--- src/rtl/rxbuf_pkg.sv ---
package rxbuf_pkg;
    localparam int IDX_W   = 6;
    localparam int WORD_W  = 32;
    localparam int ID2_W   = 11;
    localparam int CFG_W   = 3;
    localparam logic [CFG_W-1:0] CFG_STORE_DED = 3'b111;
    localparam logic [1:0]       TGT_DED       = 2'b00;

    typedef struct packed {
        logic             accept;
        logic             cont;
        logic [IDX_W-1:0] idx;
    } decision_t;
endpackage

--- src/rtl/rxbuf_filter_decode.sv ---
module rxbuf_filter_decode
    import rxbuf_pkg::*;
#(
    parameter int NUM_BUFS = 64,
    parameter int ADDR_W   = 16
) (
    input  logic                eval_valid,
    input  logic                eval_match,
    input  logic [CFG_W-1:0]    eval_cfg,
    input  logic [ID2_W-1:0]    eval_id2,
    input  logic [NUM_BUFS-1:0] ndat_q,
    input  logic [ADDR_W-1:0]   start_addr,
    output decision_t           dec_o,
    output logic [ADDR_W-1:0]   addr_o
);
    localparam int PAD_W = 1 << IDX_W;

    logic [PAD_W-1:0] lock_pad;
    logic             is_ded;
    logic             locked;
    logic             eff_match;
    logic             unused_id_bits;

    assign unused_id_bits = ^eval_id2[8:IDX_W];

    always_comb begin
        // targets beyond the populated buffers read as locked
        lock_pad                 = '1;
        lock_pad[NUM_BUFS-1:0]   = ndat_q;
        dec_o.idx  = eval_id2[IDX_W-1:0];
        is_ded     = (eval_cfg == CFG_STORE_DED) && (eval_id2[10:9] == TGT_DED);
        locked     = is_ded && lock_pad[dec_o.idx];
        eff_match  = eval_match && !locked;
        dec_o.accept = eval_valid && eff_match && is_ded;
        dec_o.cont   = eval_valid && !eff_match;
        addr_o = start_addr + ADDR_W'({dec_o.idx, 2'b00});
    end
endmodule

--- src/rtl/rxbuf_flag_bank.sv ---
module rxbuf_flag_bank
    import rxbuf_pkg::*;
#(
    parameter int NUM_BUFS = 64,
    parameter int SEL_W    = 1
) (
    input  logic                clk,
    input  logic                rst_n,
    input  logic                set_vld,
    input  logic [IDX_W-1:0]    set_idx,
    input  logic                clr_wr,
    input  logic [SEL_W-1:0]    clr_sel,
    input  logic [WORD_W-1:0]   clr_data,
    output logic [NUM_BUFS-1:0] ndat_q_o
);
    localparam int NUM_WORDS = (NUM_BUFS + WORD_W - 1) / WORD_W;
    localparam int PAD_W     = 1 << IDX_W;

    typedef struct packed {
        logic [NUM_BUFS-1:0] ndat;
    } flag_state_t;

    flag_state_t                  st_d, st_q;
    logic [NUM_WORDS*WORD_W-1:0]  clr_pad;
    logic [PAD_W-1:0]             set_pad;
    logic [NUM_BUFS-1:0]          clr_mask, set_mask;

    for (genvar w = 0; w < NUM_WORDS; w++) begin : g_word
        assign clr_pad[w*WORD_W +: WORD_W] =
            (clr_wr && (clr_sel == SEL_W'(w))) ? clr_data : '0;
    end

    always_comb begin
        set_pad  = set_vld ? (PAD_W'(1) << set_idx) : '0;
        set_mask = set_pad[NUM_BUFS-1:0];
        clr_mask = clr_pad[NUM_BUFS-1:0];
        st_d      = st_q;
        // hardware set takes priority over host clear
        st_d.ndat = (st_q.ndat & ~clr_mask) | set_mask;
    end

    always_ff @(posedge clk or negedge rst_n) begin
        if (!rst_n) st_q <= '0;
        else        st_q <= st_d;
    end

    assign ndat_q_o = st_q.ndat;

    a_r5_set_visible: assert property (@(posedge clk) disable iff (!rst_n)
        set_vld |=> st_q.ndat[$past(set_idx)]);
    a_r5_no_spurious_set: assert property (@(posedge clk) disable iff (!rst_n)
        !set_vld |=> ((st_q.ndat & ~$past(st_q.ndat)) == '0));
    a_r8_clear_only_masked: assert property (@(posedge clk) disable iff (!rst_n)
        1'b1 |=> (($past(st_q.ndat) & ~st_q.ndat & ~$past(clr_mask)) == '0));
endmodule

--- src/rtl/rxbuf_irq_flag.sv ---
module rxbuf_irq_flag (
    input  logic clk,
    input  logic rst_n,
    input  logic irq_set,
    input  logic irq_clr,
    output logic irq_q_o
);
    typedef struct packed {
        logic irq;
    } irq_state_t;

    irq_state_t st_d, st_q;

    always_comb begin
        st_d = st_q;
        if (irq_set)      st_d.irq = 1'b1;
        else if (irq_clr) st_d.irq = 1'b0;
    end

    always_ff @(posedge clk or negedge rst_n) begin
        if (!rst_n) st_q <= '0;
        else        st_q <= st_d;
    end

    assign irq_q_o = st_q.irq;

    a_r10_set_on_store: assert property (@(posedge clk) disable iff (!rst_n)
        irq_set |=> st_q.irq);
    a_r10_sticky: assert property (@(posedge clk) disable iff (!rst_n)
        (st_q.irq && !irq_clr) |=> st_q.irq);
endmodule

--- src/rtl/rxbuf_lock_ctrl.sv ---
module rxbuf_lock_ctrl
    import rxbuf_pkg::*;
#(
    parameter int NUM_BUFS = 64,
    parameter int ADDR_W   = 16,
    localparam int NUM_WORDS = (NUM_BUFS + WORD_W - 1) / WORD_W,
    localparam int SEL_W     = (NUM_WORDS > 1) ? $clog2(NUM_WORDS) : 1
) (
    input  logic                clk,
    input  logic                rst_n,
    input  logic [ADDR_W-1:0]   start_addr,
    input  logic                eval_valid,
    input  logic                eval_match,
    input  logic [CFG_W-1:0]    eval_cfg,
    input  logic [ID2_W-1:0]    eval_id2,
    input  logic                store_done,
    input  logic [IDX_W-1:0]    store_idx,
    input  logic                clr_wr,
    input  logic [SEL_W-1:0]    clr_sel,
    input  logic [WORD_W-1:0]   clr_data,
    input  logic                irq_clr,
    output logic                accept_o,
    output logic [IDX_W-1:0]    accept_idx_o,
    output logic [ADDR_W-1:0]   accept_addr_o,
    output logic                continue_o,
    output logic [NUM_BUFS-1:0] ndat_o,
    output logic                irq_o
);
    decision_t dec;

    rxbuf_filter_decode #(.NUM_BUFS(NUM_BUFS), .ADDR_W(ADDR_W)) decode_i (
        .eval_valid (eval_valid),
        .eval_match (eval_match),
        .eval_cfg   (eval_cfg),
        .eval_id2   (eval_id2),
        .ndat_q     (ndat_o),
        .start_addr (start_addr),
        .dec_o      (dec),
        .addr_o     (accept_addr_o)
    );

    rxbuf_flag_bank #(.NUM_BUFS(NUM_BUFS), .SEL_W(SEL_W)) flags_i (
        .clk      (clk),
        .rst_n    (rst_n),
        .set_vld  (store_done),
        .set_idx  (store_idx),
        .clr_wr   (clr_wr),
        .clr_sel  (clr_sel),
        .clr_data (clr_data),
        .ndat_q_o (ndat_o)
    );

    rxbuf_irq_flag irq_i (
        .clk     (clk),
        .rst_n   (rst_n),
        .irq_set (store_done),
        .irq_clr (irq_clr),
        .irq_q_o (irq_o)
    );

    assign accept_o     = dec.accept;
    assign continue_o   = dec.cont;
    assign accept_idx_o = dec.idx;

    a_r2_accept_needs_unlocked: assert property (@(posedge clk) disable iff (!rst_n)
        accept_o |-> !ndat_o[accept_idx_o]);
    a_r6_locked_falls_through: assert property (@(posedge clk) disable iff (!rst_n)
        (eval_valid && eval_match && eval_cfg == CFG_STORE_DED &&
         eval_id2[10:9] == TGT_DED && ndat_o[eval_id2[IDX_W-1:0]])
        |-> (!accept_o && continue_o));
    a_r7_exclusive: assert property (@(posedge clk) disable iff (!rst_n)
        !(accept_o && continue_o));
endmodule

--- config.mk ---
export PLATFORM = sky130hd
export DESIGN_NAME = rxbuf_lock_ctrl
export DESIGN_NICKNAME = d
export VERILOG_FILES = /design/src/rtl/rxbuf_pkg.sv /design/src/rtl/rxbuf_filter_decode.sv /design/src/rtl/rxbuf_flag_bank.sv /design/src/rtl/rxbuf_irq_flag.sv /design/src/rtl/rxbuf_lock_ctrl.sv
export SDC_FILE = /design/constraint.sdc
export NUM_CORES = 1
export LEC_CHECK = 0
export BUFFER_PORTS_ARGS = -buffer_cell sky130_fd_sc_hd__buf_2
export CORE_MARGIN = 4
export CORE_UTILIZATION = 53
export CTS_CLUSTER_SIZE = 8
export DETAILED_ROUTE_END_ITERATION = 12
export GPL_TIMING_DRIVEN = 0
export PLACE_DENSITY = 0.95
export SYNTH_ARGS = -nofsm -noshare
export SYNTH_HDL_FRONTEND = slang
export SYNTH_HIERARCHICAL = 1
export SYNTH_SLANG_ARGS = --single-unit
export TNS_END_PERCENT = 100
--- constraint.sdc ---
create_clock -name clk -period 3.4 [get_ports clk]
set_input_delay 0.51 -clock clk [delete_from_list [all_inputs] [get_ports clk]]
set_output_delay 0.51 -clock clk [all_outputs]
set_load 0.03 [all_outputs]
* After elaboration in Yosys (flattened, before gate mapping) *
Index checks and enable logic that the tools add are counted.

word-level totals
  register bits after elaboration = 65
  bits in latches = 0
  RAM bits = 0
  bits in read-only memories = 0
  input bits = 76
  output and inout bits = 89
  logic and storage cells = 29
  memories kept = 0

cells by class
  add/subtract/negate cells = 1
  multipliers = 0
  div/mod/pow operators = 0
  order comparisons = 1
  equality and inequality tests = 1
  shift-type cells = 1
  muxes and demuxes = 7
  bitwise logic cells = 4
  reductions and logical operators = 12

operators by type and width
  kind                                                         number
  AND 64 bit                                                   1
  two-way mux 32 bit                                           2
  two-way mux 64 bit                                           1
  inverter 64 bit                                              1
  bitwise OR 64 bit                                            1
  << shifter 1 x 6 -> 64 bit (first input constant)            1
  adder 16 x 8 -> 16 bit                                       1
  logical AND 1 bit                                            8
  less-than comparator 6 x 7 -> 1 bit (second input constant)  1
  binary-select mux 1 bit (select 6 bit)                       1
  equality test 3 bit (second input constant)                  1
  two-way mux 1 bit                                            3
  zero test 1 bit                                              2
  zero test 2 bit                                              1
  nonzero test 2 bit                                           1
  inverter 1 bit                                               1

* Depth between registers and ports, before layout *
  depth after elaboration = 7
  depth in mapped cells = 9
  gate-level depth less buffers = 9

* By module *
The synthesis kept the hierarchy.

by module, submodules not included
  module               times used  cells an instance  area each (um^2)  sequential area each (um^2)
  rxbuf_flag_bank      1           238                2,911.5           1,601.5
  rxbuf_filter_decode  1           144                1,117.3           0.0
  rxbuf_irq_flag       1           3                  36.3              25.0

* Worst setup path before layout *
No wires, ideal clock.

  path kind = in2out
  start = input port start_addr[2]
  end = output port accept_addr_o[10]
  arrival = 2.351 ns
  required time = 2.890 ns
  setup slack = 0.539 ns
  stages = 9
  buffers on the path = 0
  path through = ha_1 inv_1 fa_1 nor2b_1 o21ai_0 a21boi_0 o21ai_0 a21oi_1 xor2_1

on the way
  cells in the longest elaborated chain, start to end = 1

RTL lines
  what                    RTL line                   source
  from (decl)             rxbuf_lock_ctrl.sv:11      input logic [ADDR_W-1:0] start_addr,
  adder 16 x 8 -> 16 bit  rxbuf_filter_decode.sv:36  addr_o = start_addr + ADDR_W'({dec_o.idx, 2'b00});
  to (decl)               rxbuf_lock_ctrl.sv:24      output logic [ADDR_W-1:0] accept_addr_o,

No other way between the ends.

* Worst setup path after layout *
  start = input port eval_id2[2]
  end = output port accept_o

on the way
  cells in the longest elaborated chain, start to end = 7

RTL lines
  what                                     RTL line                   source
  from (decl)                              rxbuf_lock_ctrl.sv:15      input logic [ID2_W-1:0] eval_id2,
  binary-select mux 1 bit (select 6 bit)   rxbuf_filter_decode.sv:32  locked = is_ded && lock_pad[dec_o.idx];
  two-way mux 1 bit (implied by the code)  rxbuf_filter_decode.sv:32
  logical AND 1 bit                        rxbuf_filter_decode.sv:32
  zero test 1 bit                          rxbuf_filter_decode.sv:33  eff_match = eval_match && !locked;
  logical AND 1 bit                        rxbuf_filter_decode.sv:33
  logical AND 1 bit (2 in series)          rxbuf_filter_decode.sv:34  dec_o.accept = eval_valid && eff_match && is_ded;
  to (decl)                                rxbuf_lock_ctrl.sv:22      output logic accept_o,

No other way between the ends. The select of a mux whose other input is x is not followed.

==> impl_metrics.toml <==
[outcome]
outcome = "complete, no violations"

[global_route]
grt_pass1_wl_mm = 20.4
grtUsageTotal_pct = 29.5
number_of_antenna_violations_at_the_first_check_in_global_routing = 0
grt_start_max_net_pins = 66
number_of_global_route_vias_before_repair = 4126
grt_remaining_overflow = 0

[floorplan]
die_area_um2 = 9140
fp.coreArea_um2 = 7370
io-pin-count = 165
std_cell_rows = 31
die_width_um = 95.6
floorplan.initialDensity_pct = 55.2
die_h_um = 95.6

[sta]
period_minus_slack_ns = 3.12
finalSetupViolations = 0
max_clock_freq_mhz = 321
finalCritPeriodShare_pct = 91.7
grt_setup_unrepaired = "false"
final.setup.worst_slack_ns = 0.283
setup_tns_ns = 0
slew_viol_final = 0
fin_worst_skew_ns = 0
slew_at_the_pin_with_the_worst_max_slew_slack_ns = 0.827
max_slew_margin_pct = 44.9
final-hold-violation-count = 0

[layout]
antenna_cells = 0
fin_area_um2 = 5150
stdcell_count = 657
top_library_cells_by_usage_in_the_layout_fill_and_taps_aside = "sky130_fd_sc_hd__buf_2, sky130_fd_sc_hd__dfrtp_1, sky130_fd_sc_hd__a22o_1"
final_nets = 636
fraction_of_layout_cells_with_a_size_suffix_above_1_pct = 36.4
area_growth_pct = 26.7
final_common_cell = "sky130_fd_sc_hd__buf_2"

[placed_design]
area_after_detailed_placement_um2 = 4970
io_buffers = 157
dpl_worst_slack_ns = 0.299
place.detailed.instances = 641
place_congestion = 0.932
dp.final_hpwl_mm = 10.2

[critical_path]
path_delay_family = "buffers and inverters"
critical_path.max_stage_delay_ns = 0.33
setup.worst_path.class = "input pin to primary output"
cp.required_ns = 2.89
critical_path.n_buffers_inverters = 4
crit_fanout = 10
slowest_stage = "sky130_fd_sc_hd__mux4_1"
timing.critical_path.mode_cell = "sky130_fd_sc_hd__buf_2"
setup.reg_to_reg.worst_slack_ns = 2.61
end_kind = "primary output"
worstSetupStartpointType = "input pin"
crit_path_cell_trace = "buf_2, buf_2, buf_4, mux4_1, mux2i_1, nand2_1, a32o_1, o22ai_2, nor3b_2, buf_2"
worst-endpoint-arrival_ns = 2.61

[routing]
1st_iter_drt_viols = 391
vias_post_dr = 4166
ant_nets = 0
routedWlPerCell_um = 20.6
viasPerCell = 6.34
routed_wirelength_mm = 13.5
first_pass_iters = 5
detail_route.drc_violations = 0

[power_and_ir_drop]
power.leakage_nw = 2.63
pwr_density_cell_nw_per_um2 = 387
ir_drop_uv = 236

[clocking]
cts_num_sinks = 65
worst_setup_hold_path_clk_slew_ns = 0.07
postCtsSetupBuffers = 0
cts_tree = "built"
clk_latency_ns = 0.36
cts_repair_resize_count = 0
cts.root.buffer_cell = "sky130_fd_sc_hd__clkbuf_8"
cts_hold_repair.buffers = 0
cts_max_level = 3
cts_inserted_buffers = 9
cts_max_path_buffers = 2

[logic_synthesis]
synthTopCellsByArea = "sky130_fd_sc_hd__dfrtp_1, sky130_fd_sc_hd__a22o_1, sky130_fd_sc_hd__nand3b_1"
synthesis.area_per_instance_um2 = 10.6
postSynth.topFlopCell = "sky130_fd_sc_hd__dfrtp_1"
synth.yosys.seq_area_share_pct = 40.0
syn-cell-area_um2 = 4070
syn_inst = 385
async_reset_ff_share_pct = 100
ys_seq_elements = 65
ys_types = 47
yosys_warnings = 6
synth_top_area_cell = "sky130_fd_sc_hd__dfrtp_1"
synth.top_cell.area_share_pct = 40.0
synth_enable_flop_cells = 0
synthesis.nets = 468

[run]
maxCapViolCount = 0

[worst_hold_path]
worst_hold_path_class = "input pin to asynchronous set/reset pin"
cell families after synthesis:
group | after synthesis | synth area share (%)
muxes | 29 | 9.57
buffers and inverters | 47 | 5.69
adders and majority gates | 7 | 2.34
xor gates and xnor gates | 7 | 1.51
AOI/OAI and AO/OA | 97 | 19.3
DFF | 65 | 40.0
and+or+nand+nor | 133 | 21.6
flip-flops by register name, summed over array words and instances (netlist names):
name	flops
flags_i/ndat_q_o	64
irq_i/irq_q_o	1
layout make-up:
cell class | count | area [um2]
buffer | 36 | 190
clock buffer | 10 | 128
clock inverter | 6 | 43.8
fill | 548 | 2220
inverter | 11 | 41.3
multi-input combinational | 273 | 2210
sequential | 65 | 1630
tap | 99 | 124
timing repair buffer | 157 | 788
cells in the mapped netlist (all sizes together), types with 2 or more instances:
| cell type | count |
|---|---|
| dfrtp | 65 |
| a22o | 45 |
| nand3 | 38 |
| nand3b | 34 |
| buf | 23 |
| mux2i | 22 |
| nand2 | 21 |
| o2bb2ai | 20 |
| clkbuf | 13 |
| inv | 11 |
| a21oi | 7 |
| o21ai | 7 |
| a22oi | 6 |
| and4bb | 6 |
| ha | 6 |
| mux4 | 6 |
| nor2 | 5 |
| nor4b | 5 |
| and3 | 4 |
| nand2b | 4 |
| nand4b | 4 |
| o211ai | 4 |
| xor2 | 4 |
| xnor2 | 3 |
| a21o | 2 |
| and3b | 2 |
| nand4 | 2 |
| nor2b | 2 |
| nor3b | 2 |
| o22ai | 2 |
metal layers:
metal  wire length (um)  vias up  track usage, %  part of all wire [%]
li1                   -     1815               -                     -
met1               5240     1982            37.7                    39
met2               6370      329            49.9                    47
met3               1580       40            4.66                    12
met4                348        0            12.0                   2.6
met5                  0        -               0                     0
report_power, final:
part           switching, W  internal, W  leakage [nW]
sequential        0.0000404     0.000814         0.890
combinational      0.000356     0.000194          1.65
clock              0.000321     0.000267        0.0866
stage by stage:
| step | utilization [%] | hold slack, ns | total power [W] |
|---|---|---|---|
| floorplan | - | 0.214 | 0.00120 |
| global placement | 67.5 | 0.457 | 0.00139 |
| detailed placement | 67.5 | 0.476 | 0.00141 |
| CTS | 69.8 | 0.414 | 0.00199 |
| global route | 69.9 | 0.318 | 0.00206 |
| finish | 69.9 | 0.237 | 0.00199 |
worst paths after layout:
kind / from / endpoint / cells past startpoint
worst min register to register: irq_i/irq_q_o / irq_i/irq_q_o / 1
worst max-delay path: eval_id2[2] / accept_o / 10
worst min-delay path: rst_n / flags_i/ndat_q_o[10] / 1
min in group clk: irq_clr / irq_i/irq_q_o / 3
worst max register to register: flags_i/ndat_q_o[19] / flags_i/ndat_q_o[19] / 1
max in group asynchronous: rst_n / flags_i/ndat_q_o[32] / 1
Power figures use the tool's default switching activity.
